===== src/rtl/pair_arith_pkg.sv =====
package pair_arith_pkg;
  typedef enum logic [2:0] {
    PA_ADD = 3'd0,
    PA_ADC = 3'd1,
    PA_SBC = 3'd2,
    PA_INC = 3'd3,
    PA_DEC = 3'd4
  } pa_op_e;

  localparam int FLAG_W = 8;
  localparam int FL_C   = 0;
  localparam int FL_N   = 1;
  localparam int FL_PV  = 2;
  localparam int FL_H   = 4;
  localparam int FL_Z   = 6;
  localparam int FL_S   = 7;
endpackage


===== src/rtl/pa_operand.sv =====
module pa_operand
  import pair_arith_pkg::*;
#(
  parameter int W = 16
) (
  input  logic [2:0]   op,
  input  logic [W-1:0] opb,
  input  logic         cflag,
  output logic [W-1:0] b_eff,
  output logic         cin,
  output logic         sub
);
  localparam logic [W-1:0] ONE = {{(W-1){1'b0}}, 1'b1};

  always_comb begin
    b_eff = '0;
    cin   = 1'b0;
    sub   = 1'b0;
    case (op)
      PA_ADD: b_eff = opb;
      PA_ADC: begin b_eff = opb; cin = cflag; end
      PA_SBC: begin b_eff = opb; cin = cflag; sub = 1'b1; end
      PA_INC: b_eff = ONE;
      PA_DEC: begin b_eff = ONE; sub = 1'b1; end
      default: b_eff = '0;
    endcase
  end
endmodule


===== src/rtl/pa_core.sv =====
module pa_core #(
  parameter int W = 16
) (
  input  logic [W-1:0] a,
  input  logic [W-1:0] b,
  input  logic         cin,
  input  logic         sub,
  output logic [W-1:0] sum,
  output logic         cy_out,
  output logic         half_cy,
  output logic         ovf,
  output logic         zero
);
  localparam int HB = W - 4;

  function automatic logic [W:0] wide_add(input logic [W-1:0] x, input logic [W-1:0] y,
                                          input logic ci);
    return {1'b0, x} + {1'b0, y} + {{W{1'b0}}, ci};
  endfunction

  function automatic logic [HB:0] low_add(input logic [HB-1:0] x, input logic [HB-1:0] y,
                                          input logic ci);
    return {1'b0, x} + {1'b0, y} + {{HB{1'b0}}, ci};
  endfunction

  logic [W-1:0] bx;
  logic         cx;
  logic [W:0]   full;
  logic [HB:0]  part;

  always_comb begin
    bx   = sub ? ~b : b;
    cx   = sub ? ~cin : cin;
    full = wide_add(a, bx, cx);
    part = low_add(a[HB-1:0], bx[HB-1:0], cx);
  end

  assign sum     = full[W-1:0];
  assign cy_out  = full[W] ^ sub;
  assign half_cy = part[HB] ^ sub;
  assign ovf     = (a[W-1] == bx[W-1]) && (full[W-1] != a[W-1]);
  assign zero    = (full[W-1:0] == '0);
endmodule


===== src/rtl/pa_flags.sv =====
module pa_flags
  import pair_arith_pkg::*;
(
  input  logic [2:0]        op,
  input  logic [FLAG_W-1:0] fin,
  input  logic              sign,
  input  logic              zero,
  input  logic              half_cy,
  input  logic              cy_out,
  input  logic              ovf,
  output logic [FLAG_W-1:0] fout
);
  always_comb begin
    fout = fin;
    case (op)
      PA_ADD: begin
        fout[FL_H] = half_cy;
        fout[FL_N] = 1'b0;
        fout[FL_C] = cy_out;
      end
      PA_ADC, PA_SBC: begin
        fout[FL_S]  = sign;
        fout[FL_Z]  = zero;
        fout[FL_H]  = half_cy;
        fout[FL_PV] = ovf;
        fout[FL_N]  = (op == PA_SBC);
        fout[FL_C]  = cy_out;
      end
      default: fout = fin;
    endcase
  end
endmodule


===== src/rtl/pair_arith16.sv =====
module pair_arith16
  import pair_arith_pkg::*;
#(
  parameter int W = 16
) (
  input  logic              clk,
  input  logic              rst,
  input  logic              vld_i,
  input  logic [2:0]        op_i,
  input  logic [W-1:0]      opa_i,
  input  logic [W-1:0]      opb_i,
  input  logic [FLAG_W-1:0] flags_i,
  output logic              vld_o,
  output logic [W-1:0]      res_o,
  output logic [FLAG_W-1:0] flags_o
);
  logic [W-1:0]      b_eff;
  logic              cin_w, sub_w;
  logic [W-1:0]      sum_w;
  logic              cy_w, half_w, ovf_w, zero_w;
  logic [FLAG_W-1:0] fnext_w;

  pa_operand #(.W(W)) u_operand (
    .op(op_i), .opb(opb_i), .cflag(flags_i[FL_C]),
    .b_eff(b_eff), .cin(cin_w), .sub(sub_w)
  );

  pa_core #(.W(W)) u_core (
    .a(opa_i), .b(b_eff), .cin(cin_w), .sub(sub_w),
    .sum(sum_w), .cy_out(cy_w), .half_cy(half_w), .ovf(ovf_w), .zero(zero_w)
  );

  pa_flags u_flags (
    .op(op_i), .fin(flags_i), .sign(sum_w[W-1]), .zero(zero_w),
    .half_cy(half_w), .cy_out(cy_w), .ovf(ovf_w), .fout(fnext_w)
  );

  always_ff @(posedge clk) begin
    if (rst) begin
      vld_o   <= 1'b0;
      res_o   <= '0;
      flags_o <= '0;
    end else begin
      vld_o <= vld_i;
      if (vld_i) begin
        res_o   <= sum_w;
        flags_o <= fnext_w;
      end
    end
  end


  reset_clear_chk: assert property (@(posedge clk)
    rst |=> (!vld_o && res_o == '0 && flags_o == '0));


  hold_idle_chk: assert property (@(posedge clk) disable iff (rst)
    !vld_i |=> (!vld_o && $stable(res_o) && $stable(flags_o)));


  add_keeps_szp_chk: assert property (@(posedge clk) disable iff (rst)
    (vld_i && op_i == PA_ADD) |=>
      (flags_o[FL_S] == $past(flags_i[FL_S]) && flags_o[FL_Z] == $past(flags_i[FL_Z]) &&
       flags_o[FL_PV] == $past(flags_i[FL_PV]) && !flags_o[FL_N]));


  wide_zero_chk: assert property (@(posedge clk) disable iff (rst)
    (vld_i && (op_i == PA_ADC || op_i == PA_SBC)) |=>
      (flags_o[FL_Z] == (res_o == '0) && flags_o[FL_S] == res_o[W-1]));


  sbc_sets_n_chk: assert property (@(posedge clk) disable iff (rst)
    (vld_i && op_i == PA_SBC) |=> flags_o[FL_N]);


  step_flags_chk: assert property (@(posedge clk) disable iff (rst)
    (vld_i && (op_i == PA_INC || op_i == PA_DEC)) |=> (flags_o == $past(flags_i)));


  undoc_pass_chk: assert property (@(posedge clk) disable iff (rst)
    vld_i |=> (flags_o[5] == $past(flags_i[5]) && flags_o[3] == $past(flags_i[3])));


  reserved_pass_chk: assert property (@(posedge clk) disable iff (rst)
    (vld_i && op_i > 3'd4) |=> (res_o == $past(opa_i) && flags_o == $past(flags_i)));
endmodule


===== config.mk =====
export PLATFORM = sky130hd
export DESIGN_NAME = pair_arith16
export DESIGN_NICKNAME = d
export VERILOG_FILES = /design/src/rtl/pair_arith_pkg.sv /design/src/rtl/pa_operand.sv /design/src/rtl/pa_core.sv /design/src/rtl/pa_flags.sv /design/src/rtl/pair_arith16.sv
export SDC_FILE = /design/constraint.sdc
export NUM_CORES = 1
export LEC_CHECK = 0
export ABC_AREA = 0
export BUFFER_PORTS_ARGS = -buffer_cell sky130_fd_sc_hd__buf_2
export CORE_UTILIZATION = 56
export CTS_CLUSTER_DIAMETER = 60
export DETAILED_ROUTE_END_ITERATION = 10
export PLACE_DENSITY_LB_ADDON = 0.3
export SLEW_MARGIN = 20
export SYNTH_ARGS = -nofsm -noshare
export SYNTH_HDL_FRONTEND = slang
export SYNTH_HIERARCHICAL = 1
export SYNTH_SLANG_ARGS = --single-unit

===== constraint.sdc =====
create_clock -name clk -period 7.2 [get_ports clk]
set_clock_uncertainty 0.2 [all_clocks]
set_input_delay 1.08 -clock clk [delete_from_list [all_inputs] [get_ports clk]]
set_output_delay 1.08 -clock clk [all_outputs]
set_load 0.005 [all_outputs]

# After elaboration in Yosys (flattened, before gate mapping)
# Index checks and enable logic that the tools add are counted.
word_totals:
  mem_bits_rw: 0
  out_inout_bits: 25
  mem_bits_ro: 0
  latchBits: 0
  register_bits: 25
  n_memories: 0
  elab_cells: 33
  inputBits: 46
op_classes:
  n_reduce_logical: 7
  mul: 0
  magnitude_cmp: 0
  n_div: 0
  addsub: 4
  eq_ne: 6
  shift: 0
  bitwise_logic: 4
  muxes: 9
ops:
  columns: ["cell", "count"]
  rows:
  - ["16-bit one-hot mux with 2 select lines", 1]
  - ["16-bit by 16-bit adder with 17-bit output", 1]
  - ["17-bit by 1-bit adder with 17-bit output", 1]
  - ["16-bit logical NOT", 1]
  - ["16-bit 2-to-1 mux", 1]
  - ["16-bit inverter", 1]
  - ["12-bit by 12-bit adder with 13-bit output", 1]
  - ["13-bit by 1-bit adder with 13-bit output", 1]
  - ["3-bit by 2-bit equality test with 1-bit output, second input constant", 2]
  - ["2-bit OR reduction", 3]
  - ["1-bit 2-to-1 mux", 5]
  - ["2-bit one-hot mux with 2 select lines", 1]
  - ["3-bit by 1-bit equality test with 1-bit output, second input constant", 1]
  - ["3-bit equality test, second input constant", 1]
  - ["3-bit logical NOT", 1]
  - ["3-bit OR reduction", 1]
  - ["2-bit 2-to-1 mux", 1]
  - ["1-bit bitwise XOR", 2]
  - ["1-bit equality test", 1]
  - ["1-bit logical AND", 1]
  - ["1-bit inequality test", 1]
  - ["1-bit inverter", 1]

# Depth between registers and ports, before layout
# Gate-level depths: netlist (run 1).
depth:
  ltp_word: 10
  ltp_mapped: 18
  ltp_nobuf: 16

# Cells and area by module
# The synthesis (run 1) kept the hierarchy.
by_module_without_submodules:
  columns: ["mod", "cells_per_inst", "area_per_inst_um2", "instances"]
  rows:
  - ["pa_core", 139, 1077.3, 1]
  - ["pair_arith16", 80, 902.1, 1]
  - ["pa_operand", 24, 173.9, 1]
  - ["pa_flags", 12, 103.8, 1]

# Worst setup path after synthesis (run 1)
# No wires, ideal clock.
synth_timing:
  kind: "in2reg"
  startpoint: "in op_i[1]"
  endpoint: "reg flags_o[0]"
  t_required_ns: 6.886
  setup_ns: 0.114
  arrival_ns: 4.696
  slack_ns: 2.190
  path_stages: 18
  cell_sequence: "or2b_1 a21oi_1 clkbuf_1 clkbuf_1 xnor2_1 fa_1 inv_1 fa_1 a21oi_1 o21a_1 o211ai_2 nand2_1 o21ai_0 o22ai_1 xnor2_1 mux2_2 mux2i_1 nor2_1"
synth_lines:
  columns: ["item", "line_no", "text"]
  rows:
  - ["start: declaration", "pair_arith16.sv:9", "input logic [2:0] op_i,"]
  - ["3-bit equality test / 3-bit by 2-bit equality test with 1-bit output (equally long branches)", "pa_operand.sv:19", "case (op)"]
  - ["2-bit OR reduction (no line) *", null, null]
  - ["1-bit 2-to-1 mux *", "pa_operand.sv:19", null]
  - ["via sub_w", "pair_arith16.sv:18", "logic cin_w, sub_w;"]
  - ["16-bit 2-to-1 mux", "pa_core.sv:32", "bx = sub ? ~b : b;"]
  - ["16-bit by 16-bit adder with 17-bit output", "pa_core.sv:18", "return {1'b0, x} + {1'b0, y} + {{W{1'b0}}, ci};"]
  - ["17-bit by 1-bit adder with 17-bit output", "pa_core.sv:18", null]
  - ["1-bit bitwise XOR *", "pa_core.sv:39", "assign cy_out = full[W] ^ sub;"]
  - ["via cy_w", "pair_arith16.sv:20", "logic cy_w, half_w, ovf_w, zero_w;"]
  - ["2-bit one-hot mux with 2 select lines *", "pa_flags.sv:15", "case (op)"]
  - ["via fnext_w[0]", "pair_arith16.sv:21", "logic [FLAG_W-1:0] fnext_w;"]
  - ["end signal: assignment", "pair_arith16.sv:47", "flags_o <= fnext_w;"]
  - ["end: declaration", "pair_arith16.sv:15", "output logic [FLAG_W-1:0] flags_o"]
# The timed path passes the listed nets; every way through them passes the cells marked *.
# A chain may end at the register's enable or synchronous reset.

# Worst setup path in the final report (run 1)
# Same ends and word-level chain as after synthesis.

==> results by stage, run 1 <==
Route:
- The routed wire length per instance is 14.09 µm.
- The first TritonRoute pass finished after 4 iterations.
- The remaining antenna violation count is 0.
- The violation count after the first detailed-routing iteration is 76.
- Using the TritonRoute via totals, the vias-per-cell ratio works out to 5.423.
- The aggregate routed wire length is 5.157 mm.
- Summing over every cut layer, the via total after detailed routing is 1,985.
- After detailed routing, the number of remaining DRC violations is 0.

Global route:
- The final global-route overflow total is 0.
- The number of antenna violations at the first check in global routing was 0.
- The first global-routing pass estimated 8.514 mm of wire.
- The via count of the first global-routing pass is 1,928.
- The overall fraction of global-route tracks in use is 25.64%.
- Entering global routing, the biggest net connects 26 pins.

Critical path:
- The type of destination of the critical path is a flop.
- The largest stage delay on the critical path is 0.69 ns.
- For the worst setup path, the data arrival time is 5.00 ns.
- The worst path required time is 7.16 ns.
- Among all stages on the critical path, the largest delay is contributed by sky130_fd_sc_hd__a21oi_2.
- The kind of critical path is input port to flop.
- In this run the worst path has a maximum fanout of 13.
- The worst setup path is launched from an input port.
- The cell family contributing the most delay on the critical path is compound AO/OA/AOI/OAI gates.
- The critical path contains buffers and inverters numbering 2 combined.
- The signal on the critical path passes through buf_2 > or2b_1 > a21oi_2 > xnor2_1 > fa_1 > inv_1 > fa_1 > a21oi_1 > o21a_1 > o211ai_2 > nand2_1 > o21ai_0 > o22ai_1 > xnor2_1 > mux2_2 > mux2i_1 > nor2_1.

Yosys:
- The synthesized area per cell is 8.852 µm².
- Yosys attributes the largest share of cell area to sky130_fd_sc_hd__dfxtp_1, sky130_fd_sc_hd__mux2i_1, sky130_fd_sc_hd__ha_1.
- After synthesis, the largest family of logic cells by area is simple AND/OR/NAND/NOR gates.
- The sequential fraction of the synthesis area is 22.17%.
- The share of synthesized registers carrying an async set or reset is 0%.
- The synthesized design contains 25 register bits.
- After synthesis, the largest area contributor takes up 22.17% of total cell area.
- The cell accounting for the most synthesized area is sky130_fd_sc_hd__dfxtp_1.
- In the synthesized netlist, the cells that appear most often are sky130_fd_sc_hd__nor2_1, sky130_fd_sc_hd__dfxtp_1, sky130_fd_sc_hd__mux2i_1, sky130_fd_sc_hd__xor2_1, sky130_fd_sc_hd__ha_1.
- sky130_fd_sc_hd__nor2_1 is the most common cell in the netlist.
- The portion of synthesized area spent on multiplexers is 14.08%.
- The post-synthesis compound-gate area fraction is 16.74%.
- After synthesis the cells add up to 2257 µm².
- Summing the areas of all xor and xnor instances in the mapped netlist gives 10.86% of the synthesized area.
- The number of nets in the synthesized netlist is 318.
- The adder-cell share of the synthesized area is 10.09%.
- For this run, the leading register cell type out of synthesis is sky130_fd_sc_hd__dfxtp_1.
- The synthesized instance count is 255.
- The basic-gate share of the synthesized area counting and, or, nand and nor cells is 20.18%.
- Counting distinct cell types in the post-synthesis netlist gives 58.
- The number of warnings reported in the yosys synthesis log is 6.
- The number of flops mapped to enable cells by yosys is 0.

Timing:
- At the pin with the least slew margin, the transition time is 0.9072 ns.
- The share of the clock period used by the worst path is 69.93%.
- Timing would allow up to 198.6 MHz.
- Setup violations remaining at the end of the flow were counted as 0.
- Counting I/O delays and the setup requirement, the final critical path takes 5.035 ns.
- The number of hold violations in the final report was 0.
- Hold timing on the final database bottoms out at a slack of 0.2997 ns.
- Setup repair after global routing left no endpoint under its margin.
- The max-slew violation count came to 0.
- Headroom to the max-slew limit came out at 39.52%.
- After routing, the total negative slack on setup checks comes to 0 ns.

Placement:
- The detailed placement HPWL is 3.967 mm.
- The port buffer count is 70.
- At the end of routability-driven placement, the weighted congestion stood at 0.8016.

Final layout:
- The footprint of the multi-input gates is 1628 µm².
- The layout overhead on the synthesized area is 16.13%.
- The number of antenna diodes in the final layout is 0.
- The register area is 500.5 µm².
- Cells with a size suffix above 1 make up 33.65% of the layout.
- Fill cells in the final layout number 320.
- The final layout net count is 382.

Floorplan:
- Once the floorplan was initialized, standard cells occupied 59.85% of the core.
- The number of primary I/O pins is 71.
- The floorplan step set the die height to 65.49 µm.
- The die outline area is 4288 µm².
- The die is 65.49 µm wide.
- The number of standard-cell rows in the floorplan is 22.
- The area of the placeable core is 3771 µm².

CTS:
- The post-cts resize count is 0.
- The total setup buffers inserted after CTS is 0.
- The hold-fix buffer count after cts is 0.
- The later pin in the worst-skew pair is clocked with a latency of 0.28 ns.
- Counting along the longest clock path gives a buffer depth of 2.
- In this run the clock root is driven by a sky130_fd_sc_hd__clkbuf_8.
- The TritonCTS clock tree is built.
- The CTS sink count is 25.
- The clock-pin slew reported for the worst setup and hold paths after clock tree synthesis is 0.09 ns.
- The CTS buffer count is 3.
- In this run the number of H-tree levels came out at 1.

Job:
- Max-cap violations in this run came to 0.

Status:
- The run finished with clean final reports.

Hold path:
- The worst min-delay path class is flop to flop.

Power and ir drop:
- The worst-case IR drop observed on VDD is 0.1610 mV.
- The power per standard cell area is 184.1 nW/µm².
- In this run the static leakage power is 0.001318 µW.
[per-layer routing]
metal  GRT usage [%]  share of wire [%]  vias to the layer above
met4           5.707                1.0                        0
met2           46.01                 48                       58
li1                -                  -                     1023
met5               0                  0                        -
met3           4.167                5.3                        5
met1           31.77                 45                      899
[worst reg2reg max path: cells and delay by family, from the launching register on]
kind	cells	cell delay (ns)
muxes	1	0.13
DFF	1	0.33
and+or+nand+nor	1	0.06
[registers in the layout, indices dropped and copies added, names as in the netlist]
signal,count
res_o,16
vld_o,1
flags_o,8
[path summary, 6_finish.rpt]
check | cells past startpoint | startpoint | slack, ns | end
max | 17 | op_i[1] | 2.16 | flags_o[0]$_SDFFE_PP0P_
min | 2 | flags_o[5]$_SDFFE_PP0P_ | 0.30 | flags_o[5]$_SDFFE_PP0P_
max reg2reg | 2 | res_o[10]$_SDFFE_PP0P_ | 6.36 | res_o[10]$_SDFFE_PP0P_
min reg2reg | 2 | flags_o[5]$_SDFFE_PP0P_ | 0.30 | flags_o[5]$_SDFFE_PP0P_
[cell families (layout without fill, tap and decap cells)]
logic type	count (synthesis)	count (layout)
DFF	25	25
AOI/OAI and AO/OA	50	50
muxes	31	31
xor gates and xnor gates	28	28
adders and majority gates	17	17
buffers and inverters	19	82
and+or+nand+nor	85	85
[per-stage QoR]
step	cell area (µm²)	instances	total power, µW	utilization, %	setup slack [ns]
2_1_floorplan	2257	255	335.0	-	2.190
3_3_place_gp	2572	362	390.6	68.22	2.108
3_5_place_dp	2572	362	395.2	68.22	1.944
4_1_cts	2621	366	485.3	69.51	2.189
5_1_grt	2621	366	518.9	69.51	1.900
6_report	2621	366	482.6	69.51	2.165
[report_power, final]
group	internal [µW]	switching, µW	total (µW)
clock network	39.4	48.8	88.1
logic	106	124	230
registers	156	8.86	164
total	301	182	483
[final cells by class]
type / count / area share (%)
clock inverters: 1 / 0.2864
repair buffers: 71 / 13.65
well taps: 48 / 2.291
inverters: 7 / 1.002
flip-flops and latches: 25 / 19.09
multi-input cells: 211 / 62.10
clock buffers: 3 / 1.575
[placed cells by master, fill, tap and decap left out, types with 8 or more instances in the layout]
cell type and instances:
sky130_fd_sc_hd__xor2_1 20, sky130_fd_sc_hd__dfxtp_1 25, sky130_fd_sc_hd__mux2i_1 25, sky130_fd_sc_hd__buf_2 70, sky130_fd_sc_hd__a21oi_1 11, sky130_fd_sc_hd__and2_2 11
sky130_fd_sc_hd__o21ai_0 8, sky130_fd_sc_hd__xnor2_1 8, sky130_fd_sc_hd__ha_1 15, sky130_fd_sc_hd__nor2_1 36
(Power assumes the default switching activity.)
==> run 2: changes to the inputs <==
--- a/config.mk
+++ b/config.mk
@@ -7,7 +7,7 @@
 export LEC_CHECK = 0
 export ABC_AREA = 0
 export BUFFER_PORTS_ARGS = -buffer_cell sky130_fd_sc_hd__buf_2
-export CORE_UTILIZATION = 56
+export CORE_UTILIZATION = 52
 export CTS_CLUSTER_DIAMETER = 60
 export DETAILED_ROUTE_END_ITERATION = 10
 export PLACE_DENSITY_LB_ADDON = 0.3
==> constraint.sdc (replaced) <==
create_clock -name clk -period 4.9 [get_ports clk]
set_clock_uncertainty 0.2 [all_clocks]
set_input_delay 0.735 -clock clk [delete_from_list [all_inputs] [get_ports clk]]
set_output_delay 0.735 -clock clk [all_outputs]
set_load 0.005 [all_outputs]
==> run 2 against run 1 <==
  * Final cell count rose by 1.1%
  * Core utilization fell by 5.0 points
  * Via count rose by 0.10%
  * First-iteration DRC count rose by 30%
  * Critical endpoint is now flags_o[6]$_SDFFE_PP0P_
  * Largest power group unchanged
==> results by stage, run 2 (same netlist as run 1, synthesis figures left out) <==
Status:
- The run finished with clean final reports.

Global route:
- The number of antenna violations at the first check in global routing is 0 (unchanged).
- The via count of the first global-routing pass is 1,764 (-8.5%).
- The overall fraction of global-route tracks in use is 22.42% (-3.2 points).
- The pin count of the biggest net entering global routing is 26 (unchanged).
- The first-pass GRT wire length is 7.797 mm (-8.4%).
- The final global-route overflow total is 0 (unchanged).

Critical path:
- The type of destination of the critical path is a flop.
- The worst path required time is 4.92 ns (-2.24 ns).
- The worst register-to-register path begins at res_o[10]$_SDFFE_PP0P_.
- The start point of the critical path is op_i[1].
- The critical path data arrival time is 4.20 ns (-0.80 ns).
- The maximum net fanout on the critical path is 10 (-3).
- The kind of critical path is input port to flop.
- The startpoint class of the critical path is an input port.

Floorplan:
- The die outline area was 4608 µm² (+7.5%).
- The height of the die came to 67.89 µm (+3.7%).
- The number of standard-cell rows in the floorplan is 23 (+4.5%).
- The area of the placeable core came to 4086 µm² (+8.4%).
- The width of the die is 67.89 µm (+3.7%).
- The effective utilization at floorplan is 55.24% (-4.6 points).
- The number of primary I/O pins is 71 (unchanged).

Timing:
- The number of hold violations in the final report is 0 (unchanged).
- The smallest setup slack after layout is 0.7104 ns (-1.454 ns).
- The worst max-slew margin expressed relative to the limit was 48.72% (+9.2 points).
- The final setup TNS is 0 ns (unchanged).
- In the finished design, the share of the clock period the worst path needs comes to 85.50%.
- Setup repair after global routing left no endpoint under its margin.
- Based on the critical path, the design can be clocked at up to 238.7 MHz.
- The worst-margin pin slew is 0.7692 ns (-0.1379 ns).
- The total setup violations reported at the end of the flow is 0 (unchanged).
- The shortest clock period the worst path allows after layout is 4.190 ns.
- The max-slew violation count is 0 (unchanged).

Final layout:
- The proportion of layout cells with a drive suffix above 1 is 34.06% (+0.41 points).
- The layout overhead on the synthesized area is 16.80%.
- The most common cell after layout, fill and taps aside is sky130_fd_sc_hd__buf_2.
- The antenna diode count was 0 (unchanged).
- The final layout net count is 384 (+0.52%).
- res_o holds more flip-flops than any other register.
- The number of filler instances in the final layout was 386 (+21%).
- The core utilization of the finished layout came to 64.51% (-5.0 points).
- The total non-filler cell area in the finished layout is 2636 µm² (+0.57%).
- The flip-flop count of the largest register after layout came to 16 (unchanged).
- Leaving out fill and tap cells, the most frequent cells in the layout are sky130_fd_sc_hd__buf_2, sky130_fd_sc_hd__nor2_1, sky130_fd_sc_hd__mux2i_1, sky130_fd_sc_hd__dfxtp_1, sky130_fd_sc_hd__xor2_1.
- The register area is 500.5 µm² (unchanged).
- In the final layout, the registers with the most flip-flops are res_o x16, flags_o x8, vld_o x1.
- The footprint of the multi-input gates is 1628 µm² (unchanged).

Route:
- The count of TritonRoute iterations in the first routing pass is 4 (unchanged).
- The violation count after the first detailed-routing iteration came to 99 (+30%).
- The aggregate routed wire length is 4.868 mm (-5.6%).
- The routed wire length per instance is 13.16 µm (-6.6%).
- The remaining antenna violation count was 0 (unchanged).
- The total number of vias is 1,987 (+0.10%).
- The count of unresolved DRC violations after routing is 0 (unchanged).
- The routed via count divided by cell count came to 5.370 (-0.98%).

CTS:
- The insertion delay of the later-clocked pin in the worst-skew pair is 0.27 ns (about the same).
- The CTS buffer count is 3 (unchanged).
- The library cell used as clock root buffer is sky130_fd_sc_hd__clkbuf_8.
- The maximum clock path buffer count was 2 (unchanged).
- The maximum level of the CTS H-tree was 1 (unchanged).
- The clock-pin slew reported for the worst setup and hold paths after clock tree synthesis came to 0.09 ns (about the same).
- The CTS sink count is 25 (unchanged).
- The total setup buffers inserted after CTS is 0 (unchanged).
- The post-cts resize count is 0 (unchanged).
- TritonCTS built the clock tree.
- The hold-fix buffer count after cts is 0 (unchanged).

Power and ir drop:
- The power per standard cell area came to 266.9 nW/µm² (+45%).
- The total power of the final layout was 703.5 µW (+46%).
- The static leakage power came to 0.001332 µW (+1.1%).
- The maximum VDD drop came to 0.1441 mV (-11%).

Placement:
- The detailed placement HPWL is 3.849 mm (-3.0%).
- The port buffer count came to 70 (unchanged).
- The cell area reported after detailed placement came to 2590 µm² (+0.68%).
- The worst setup slack before clock tree synthesis came to 0.4717 ns (-1.472 ns).
- The global placement routability congestion is 0.8344 (+4.1%).

Hold path:
- The startpoint identified for the worst hold timing path is res_o[5]$_SDFFE_PP0P_.
- In this run the worst hold path is classified as flop to flop.

Job:
- The total of max-cap violations is 0 (unchanged).
## run 2: changes by cell type in the layout (fill, tap and decap cells not counted), sizes merged
cell      previous run  this run
buf                 71        73
clkinv               0         1
clkinvlp             1         0
## run 2: metal layers
layer | routed length (µm) | vias to the layer above | GRT usage [%]
met5 | 0 | - | 0
met4 | 78 | 0 | 8.854
met3 | 241 | 7 | 4.500
met2 | 2309 | 53 | 37.13
met1 | 2238 | 899 | 28.33
li1 | - | 1028 | -
## run 2: through the flow
stage                     hold WS, ns  cells
after CTS                      0.3021    370
after global routing           0.3339    370
after global placement         0.2684    366
after floorplan                0.2850    255
final                          0.2986    370
after detailed placement       0.2802    366
## run 2: area by class of cell
type / count / share of cell area (%)
Clock buffer: 3 / 1.566
Timing Repair Buffer: 73 / 14.14
Sequential cell: 25 / 18.98
Multi-Input combinational cell: 211 / 61.75
Tap cell: 50 / 2.373
Clock inverter: 1 / 0.1898
Inverter: 7 / 0.9967
## run 2: final timing paths
path | endpoint | slack, ns | depth (start not counted)
setup reg to reg | res_o[10]$_SDFFE_PP0P_ | 4.07 | 2
hold reg to reg | res_o[5]$_SDFFE_PP0P_ | 0.30 | 2
setup / recovery | flags_o[6]$_SDFFE_PP0P_ | 0.71 | 16
hold / removal | res_o[5]$_SDFFE_PP0P_ | 0.30 | 2
## run 2: critical path, stage by stage
cell	delay, ns
sky130_fd_sc_hd__buf_2	0.16
sky130_fd_sc_hd__or2b_1	0.26
sky130_fd_sc_hd__a21oi_2	0.23
sky130_fd_sc_hd__buf_4	0.25
sky130_fd_sc_hd__xor2_1	0.17
sky130_fd_sc_hd__ha_1	0.33
sky130_fd_sc_hd__a2111oi_4	0.43
sky130_fd_sc_hd__o21a_1	0.25
sky130_fd_sc_hd__o21ai_0	0.11
sky130_fd_sc_hd__xor2_1	0.17
sky130_fd_sc_hd__nor4_1	0.35
sky130_fd_sc_hd__nand4bb_1	0.18
sky130_fd_sc_hd__nor4_2	0.22
sky130_fd_sc_hd__mux2_2	0.18
sky130_fd_sc_hd__mux2i_1	0.06
sky130_fd_sc_hd__nor2_1	0.11
## run 2: power breakdown
group | switching, µW | total (µW) | internal (µW) | leakage (µW)
combinational | 177 | 335 | 157 | 0.00110
sequential | 12.5 | 241 | 228 | 0.000207
clock | 70.9 | 128 | 57.1 | 0.0000255
total | 261 | 704 | 443 | 0.00133
